--- src/rtl/rtc_bcd_pkg.sv ---
package rtc_bcd_pkg;

    typedef struct packed {
        logic [7:0] ctl;
        logic [7:0] yr;
        logic [7:0] mon;
        logic [7:0] date;
        logic [7:0] dow;
        logic [7:0] hr;
        logic [7:0] min;
        logic [7:0] sec;
    } cal_regs_t;

    function automatic logic [7:0] bcd_step(input logic [7:0] v);
        logic [7:0] r;
        if (v[3:0] == 4'd9) r = {v[7:4] + 4'd1, 4'd0};
        else                r = {v[7:4], v[3:0] + 4'd1};
        return r;
    endfunction

    function automatic logic [7:0] month_last(input logic [7:0] mon, input logic [7:0] yr);
        logic [5:0] s;
        logic       leap;
        logic [7:0] r;
        // ten's digit contributes 10 mod 4 = 2 per unit
        s    = {1'b0, yr[7:4], 1'b0} + {2'b00, yr[3:0]};
        leap = (s[1:0] == 2'b00);
        case (mon)
            8'h02:                      r = leap ? 8'h29 : 8'h28;
            8'h04, 8'h06, 8'h09, 8'h11: r = 8'h30;
            default:                    r = 8'h31;
        endcase
        return r;
    endfunction

    function automatic logic [7:0] write_mask(input logic [2:0] a);
        logic [7:0] m;
        case (a)
            3'd1:    m = 8'h7F;
            3'd3:    m = 8'h07;
            3'd4:    m = 8'h3F;
            3'd5:    m = 8'h1F;
            default: m = 8'hFF;
        endcase
        return m;
    endfunction

endpackage

--- src/rtl/rtc_tick_guard.sv ---
module rtc_tick_guard #(
    parameter int PEND_W = 3
) (
    input  logic clk,
    input  logic rst_n,
    input  logic tick,
    input  logic busy,
    input  logic halt,
    input  logic clear,
    output logic apply
);
    localparam logic [PEND_W-1:0] PEND_MAX = {PEND_W{1'b1}};

    typedef struct packed {
        logic [PEND_W-1:0] pend;
    } guard_t;

    guard_t st_q, st_d;

    always_comb begin
        st_d  = st_q;
        apply = !busy && !halt && !clear && (tick || (st_q.pend != '0));
        if (clear || halt) begin
            st_d.pend = '0;
        end else if (tick && !apply) begin
            if (st_q.pend != PEND_MAX) st_d.pend = st_q.pend + 1'b1;
        end else if (!tick && apply) begin
            st_d.pend = st_q.pend - 1'b1;
        end
    end

    always_ff @(posedge clk or negedge rst_n) begin
        if (!rst_n) st_q <= '0;
        else        st_q <= st_d;
    end

    a_r8_pending_saturates: assert property (@(posedge clk) disable iff (!rst_n)
        (st_q.pend == PEND_MAX && busy && !clear && !halt) |=> st_q.pend == PEND_MAX);

    a_r9_clear_empties: assert property (@(posedge clk) disable iff (!rst_n)
        clear |=> st_q.pend == '0);

endmodule

--- src/rtl/rtc_time_chain.sv ---
module rtc_time_chain
    import rtc_bcd_pkg::*;
(
    input  cal_regs_t cur,
    output cal_regs_t nxt
);
    logic sec_wrap, min_wrap, hr_wrap, date_wrap, mon_wrap, yr_wrap;
    logic [7:0] sec_inc, min_inc, hr_inc, date_inc, mon_inc, yr_inc;

    always_comb begin
        sec_inc  = bcd_step({1'b0, cur.sec[6:0]});
        min_inc  = bcd_step(cur.min);
        hr_inc   = bcd_step({2'b00, cur.hr[5:0]});
        date_inc = bcd_step(cur.date);
        mon_inc  = bcd_step(cur.mon);
        yr_inc   = bcd_step(cur.yr);

        sec_wrap  = (cur.sec[6:0] == 7'h59);
        min_wrap  = sec_wrap && (cur.min == 8'h59);
        hr_wrap   = min_wrap && (cur.hr[5:0] == 6'h23);
        date_wrap = hr_wrap && (cur.date == month_last(cur.mon, cur.yr));
        mon_wrap  = date_wrap && (cur.mon == 8'h12);
        yr_wrap   = mon_wrap && (cur.yr == 8'h99);

        nxt = cur;
        nxt.sec = sec_wrap ? 8'h00 : {cur.sec[7], sec_inc[6:0]};
        if (sec_wrap)
            nxt.min = min_wrap ? 8'h00 : min_inc;
        if (min_wrap)
            nxt.hr[5:0] = hr_wrap ? 6'h00 : hr_inc[5:0];
        if (hr_wrap) begin
            nxt.dow  = (cur.dow[2:0] >= 3'd7) ? 8'h01 : {5'd0, cur.dow[2:0] + 3'd1};
            nxt.date = date_wrap ? 8'h01 : date_inc;
        end
        if (date_wrap)
            nxt.mon = mon_wrap ? 8'h01 : mon_inc;
        if (mon_wrap)
            nxt.yr = yr_wrap ? 8'h00 : yr_inc;
        if (yr_wrap && cur.hr[7])
            nxt.hr[6] = ~cur.hr[6];
    end

endmodule

--- src/rtl/rtc_bcd_calendar.sv ---
module rtc_bcd_calendar
    import rtc_bcd_pkg::*;
#(
    parameter int PEND_W = 3
) (
    input  logic       clk,
    input  logic       rst_n,
    input  logic       tick_1hz,
    input  logic       rd_busy,
    input  logic       host_wr,
    input  logic [2:0] host_addr,
    input  logic [7:0] host_wdata,
    output logic [7:0] host_rdata
);
    localparam cal_regs_t RST_VAL = '{ctl: 8'h80, yr: 8'h00, mon: 8'h01, date: 8'h01,
                                      dow: 8'h01, hr: 8'h00, min: 8'h00, sec: 8'h00};

    cal_regs_t regs_q, regs_d, adv;
    logic      apply, sec_wr;
    logic [7:0] wval;

    assign sec_wr = host_wr && (host_addr == 3'd0);

    rtc_tick_guard #(.PEND_W(PEND_W)) u_guard (
        .clk   (clk),
        .rst_n (rst_n),
        .tick  (tick_1hz),
        .busy  (rd_busy || host_wr),
        .halt  (regs_q.sec[7]),
        .clear (sec_wr),
        .apply (apply)
    );

    rtc_time_chain u_chain (
        .cur (regs_q),
        .nxt (adv)
    );

    always_comb begin
        regs_d = regs_q;
        wval   = host_wdata & write_mask(host_addr);
        if (apply) regs_d = adv;
        if (host_wr) begin
            case (host_addr)
                3'd0: regs_d.sec  = wval;
                3'd1: regs_d.min  = wval;
                3'd2: regs_d.hr   = wval;
                3'd3: regs_d.dow  = wval;
                3'd4: regs_d.date = wval;
                3'd5: regs_d.mon  = wval;
                3'd6: regs_d.yr   = wval;
                default: regs_d.ctl = wval;
            endcase
        end
    end

    always_ff @(posedge clk or negedge rst_n) begin
        if (!rst_n) regs_q <= RST_VAL;
        else        regs_q <= regs_d;
    end

    always_comb begin
        case (host_addr)
            3'd0:    host_rdata = regs_q.sec;
            3'd1:    host_rdata = regs_q.min;
            3'd2:    host_rdata = regs_q.hr;
            3'd3:    host_rdata = regs_q.dow;
            3'd4:    host_rdata = regs_q.date;
            3'd5:    host_rdata = regs_q.mon;
            3'd6:    host_rdata = regs_q.yr;
            default: host_rdata = regs_q.ctl;
        endcase
    end

    a_r8_frozen_while_busy: assert property (@(posedge clk) disable iff (!rst_n)
        (rd_busy && !host_wr) |=> $stable(regs_q));

    a_r7_frozen_when_stopped: assert property (@(posedge clk) disable iff (!rst_n)
        (regs_q.sec[7] && !host_wr) |=> $stable(regs_q));

    a_r2_apply_moves_seconds: assert property (@(posedge clk) disable iff (!rst_n)
        apply |=> regs_q.sec != $past(regs_q.sec));

endmodule

--- config.mk ---
export PLATFORM = sky130hd
export DESIGN_NAME = rtc_bcd_calendar
export DESIGN_NICKNAME = d
export VERILOG_FILES = /design/src/rtl/rtc_bcd_pkg.sv /design/src/rtl/rtc_tick_guard.sv /design/src/rtl/rtc_time_chain.sv /design/src/rtl/rtc_bcd_calendar.sv
export SDC_FILE = /design/constraint.sdc
export NUM_CORES = 1
export LEC_CHECK = 0
export ABC_AREA = 1
export ABC_CLOCK_PERIOD_IN_PS = 4330
export BUFFER_PORTS_ARGS = -buffer_cell sky130_fd_sc_hd__buf_4
export CAP_MARGIN = 20
export CORE_MARGIN = 1
export CORE_UTILIZATION = 25
export CTS_CLUSTER_SIZE = 25
export DETAILED_ROUTE_END_ITERATION = 10
export GPL_TIMING_DRIVEN = 0
export PLACE_DENSITY = 0.51
export SETUP_SLACK_MARGIN = 0.5
export SKIP_LAST_GASP = 1
export SYNTH_ARGS = -nofsm -noshare
export SYNTH_HDL_FRONTEND = slang
export SYNTH_HIERARCHICAL = 1
export SYNTH_SLANG_ARGS = --single-unit
--- constraint.sdc ---
create_clock -name clk -period 4.33 [get_ports clk]
set_clock_uncertainty 0.05 [all_clocks]
set_input_delay 0.866 -clock clk [delete_from_list [all_inputs] [get_ports clk]]
set_output_delay 0.866 -clock clk [all_outputs]
set_load 0.05 [all_outputs]
==> results_dict.tcl <==
set metrics [dict create \
    synth_fp_nets 976 \
    mostFrequentLayoutCell "nand2_1" \
    maxSlewViolCount 0 \
    grtUsageTotal_pct 16.4 \
    die_area_um2 24300 \
    cp-end-kind "primary output" \
    avgSynthCellArea_um2 6.32 \
    pre_cts_slack_ps 877 \
    insertion_delay_ps 330 \
    cp-start-kind "primary input" \
    synth.distinct_cells 41 \
    stdcell_count 1286 \
    n_antenna_cell 0 \
    vias_per_cell 4.67 \
    drive_gt1_share_pct 12.4 \
    yosysSeqAreaShare_pct 28.4 \
    io_pins 24 \
    min_delay_path_depth 2 \
    swShare_pct 46.8 \
    power_density_nw_per_um2 557 \
    cts_setup_buffers 0 \
    fmax_mhz 318 \
    post_cts_resized 0 \
    clockPowerShare_pct 18.8 \
    cp_top_family "buffers and inverters" \
    initialDrtViolationCount 474 \
    maxSlewHeadroom_pct 40.0 \
    cts_tree "yes" \
    finalSetupViolCount 0 \
    status "finished clean" \
    root_buffer "clkbuf_16" \
    hold_start "regs_q[15]" \
    rsz0062_at_grt "false" \
    clockBufferDepth 2 \
    internal_power_uw 2000 \
    netlist_area_um2 5920 \
    gp_congestion 0.917 \
    grt_pass1_vias 5399 \
    die_w_um 156 \
    grt_max_degree 68 \
    finalNetCount 1008 \
    crit_chain "buf_4 -> inv_2 -> buf_1 -> nand4_1 -> nand2_1 -> nor2_1 -> nand3_1 -> buf_4" \
    crit_type "primary input to primary output" \
    core-area_um2 22900 \
    routed_wl_um 19500 \
    r2r-start "regs_q[9]" \
    grt_pass1_wl_um 30400 \
    ys_seq_elements 67 \
    async_flop_share_pct 100 \
    reg2reg_depth 16 \
    cap_violations 0 \
    cts_num_sinks 67 \
    htreeDepth 3 \
    post-route-min-period_ps 3150 \
    pwr-share-comb_pct 46.3 \
    p_leak_uw 0.00355 \
    p_seq_share_pct 34.9 \
    grt.overflow.total 0 \
    hold_viol 0 \
    antenna_found_initial 0 \
    start_util_pct 25.8 \
    die_height_um 156 \
    tightest_slew_ps 899 \
    cts.clk_slew.worst_paths_ps 50 \
    crit_slowest_cell "buf_1" \
    worst_ep_arrival_time_ps 2230 \
    ctsHoldBuffers 0 \
    drt_pass1_iterations 5 \
    yosys_warnings 6 \
    timing.final.crit_share_pct 72.7 \
    cts_buffers 9 \
    synth-edff-count 0 \
    dpl.hpwl_um 14300 \
    io_buffers 21 \
    switching_power_uw 1760 \
    irDropWorstVdd_mv 0.195 \
    layout_common_cells "nand2_1 (350), inv_1 (99), nand3_1 (70), nor2_1 (70), dfrtp_1 (63)" \
    cp_max_fo 10 \
    placed_cells 1270 \
    r2r_end "regs_q[42]" \
    rows 55 \
    antenna_left 0 \
    cpMostUsedCell "buf_4" \
    worst-r2r-setup-slack_ps 1700 \
    synthFlopType "dfrtp_1" \
    cp_slowest_stage_delay_ps 380 \
    vias 6000 \
    worstPathRequired_ps 3410 \
    areaGrowthSynthToFinish_pct 14.1 \
    syn_inst 936 \
    critPathBufInv 4 \
    fin_setup_tns_ps 0 \
    min_path_type "flop to flop" \
    fin_ws_ps 1180 \
    hold-path-endpoint "regs_q[15]" \
    wl_per_cell_um 15.1 \
    drc 0 \
]
[how the worst max path moves through the flow]
| stage | startpoint | end | slack [ps] | cells past startpoint |
|---|---|---|---|---|
| CTS | host_addr[2] | host_rdata[6] | 1200 | 8 |
| finish | host_addr[2] | host_rdata[4] | 1180 | 8 |
| detailed placement | host_addr[1] | regs_q[46] | 880 | 14 |
| global route | host_addr[2] | host_rdata[4] | 1000 | 8 |
| global placement | host_addr[1] | regs_q[22] | 900 | 15 |
| floorplan | host_addr[0] | host_rdata[2] | 1510 | 6 |
[state kept, by name (all words and copies together), names as in the netlist]
register,cells
u_guard/st_q,3
regs_q,64
[through the flow]
step	cell area, um2	power (uW)	hold WS [ps]	util, %
floorplan	5920	2540	469	-
global placement	6460	3030	497	28.2
detailed placement	6460	3050	508	28.2
CTS	6750	3770	516	29.5
global route	6750	4120	527	29.5
finish	6750	3760	520	29.5
[cell usage after synthesis (3+ instances only)]
library cell | number | area, um2
nand2_1 | 350 | 1310
inv_1 | 99 | 372
nand3_1 | 70 | 350
nor2_1 | 70 | 263
dfrtp_1 | 63 | 1580
o21ai_0 | 51 | 255
nand4_1 | 38 | 238
o21ai_1 | 26 | 130
ha_1 | 23 | 288
a21oi_1 | 19 | 95.1
buf_2 | 17 | 85.1
buf_4 | 15 | 113
inv_2 | 8 | 30.0
clkbuf_1 | 7 | 26.3
nand2_2 | 7 | 43.8
nor2_2 | 6 | 37.5
nor3_1 | 6 | 30.0
xor2_1 | 6 | 52.6
buf_6 | 5 | 56.3
o21ai_2 | 5 | 43.8
o22ai_1 | 5 | 31.3
buf_1 | 4 | 15.0
dfstp_2 | 4 | 105
nand3_2 | 4 | 40.0
nand3_4 | 4 | 70.1
nor2_8 | 4 | 80.1
a31oi_1 | 3 | 18.8
[cell type report]
cell class | count | area, um2
plain buffers | 48 | 295
clock buffers | 14 | 274
clock inverters | 2 | 10.0
fillers | 2520 | 16200
inverters | 108 | 405
multi-input cells | 713 | 3530
flip-flops and latches | 67 | 1680
well taps | 313 | 392
repair buffers | 21 | 158
[cells by family after synthesis]
family | share of synthesized area [%]
compound gates | 10.5
flops | 28.4
fa+ha+maj | 5.20
xor+xnor | 1.18
buf+inv | 11.8
simple gates | 42.9
[power groups by stage]
stage	clock network, uW	registers, uW	logic, uW
finish	708	1310	1740
global route	751	1360	2010
CTS	724	1310	1740
detailed placement	0	1320	1730
global placement	0	1310	1720
floorplan	0	1170	1380
[worst register-to-register path, cell delays in order (launching register included)]
cell and delay (ps):
dfrtp_1 420, inv_1 90, ha_1 140, nand2_1 70, nor2_1 270, nand3_4 180, nor2_8 240, nand3_4 140
nor2_8 170, buf_4 220, o21ai_0 110, nand2_1 70, inv_1 40, nand2_1 50, o21ai_0 80, nand2_1 80
o21ai_1 60
[metal layers]
metal	share of wire [%]	GRT usage, %	wire length [um]	vias up
li1	-	-	-	3064
met1	49	23.2	9530	2788
met2	45	25.9	8840	128
met3	3.7	1.89	718	20
met4	2.0	5.37	388	0
met5	0	0	0	-
No activity file was read; power rests on OpenSTA's default activity.
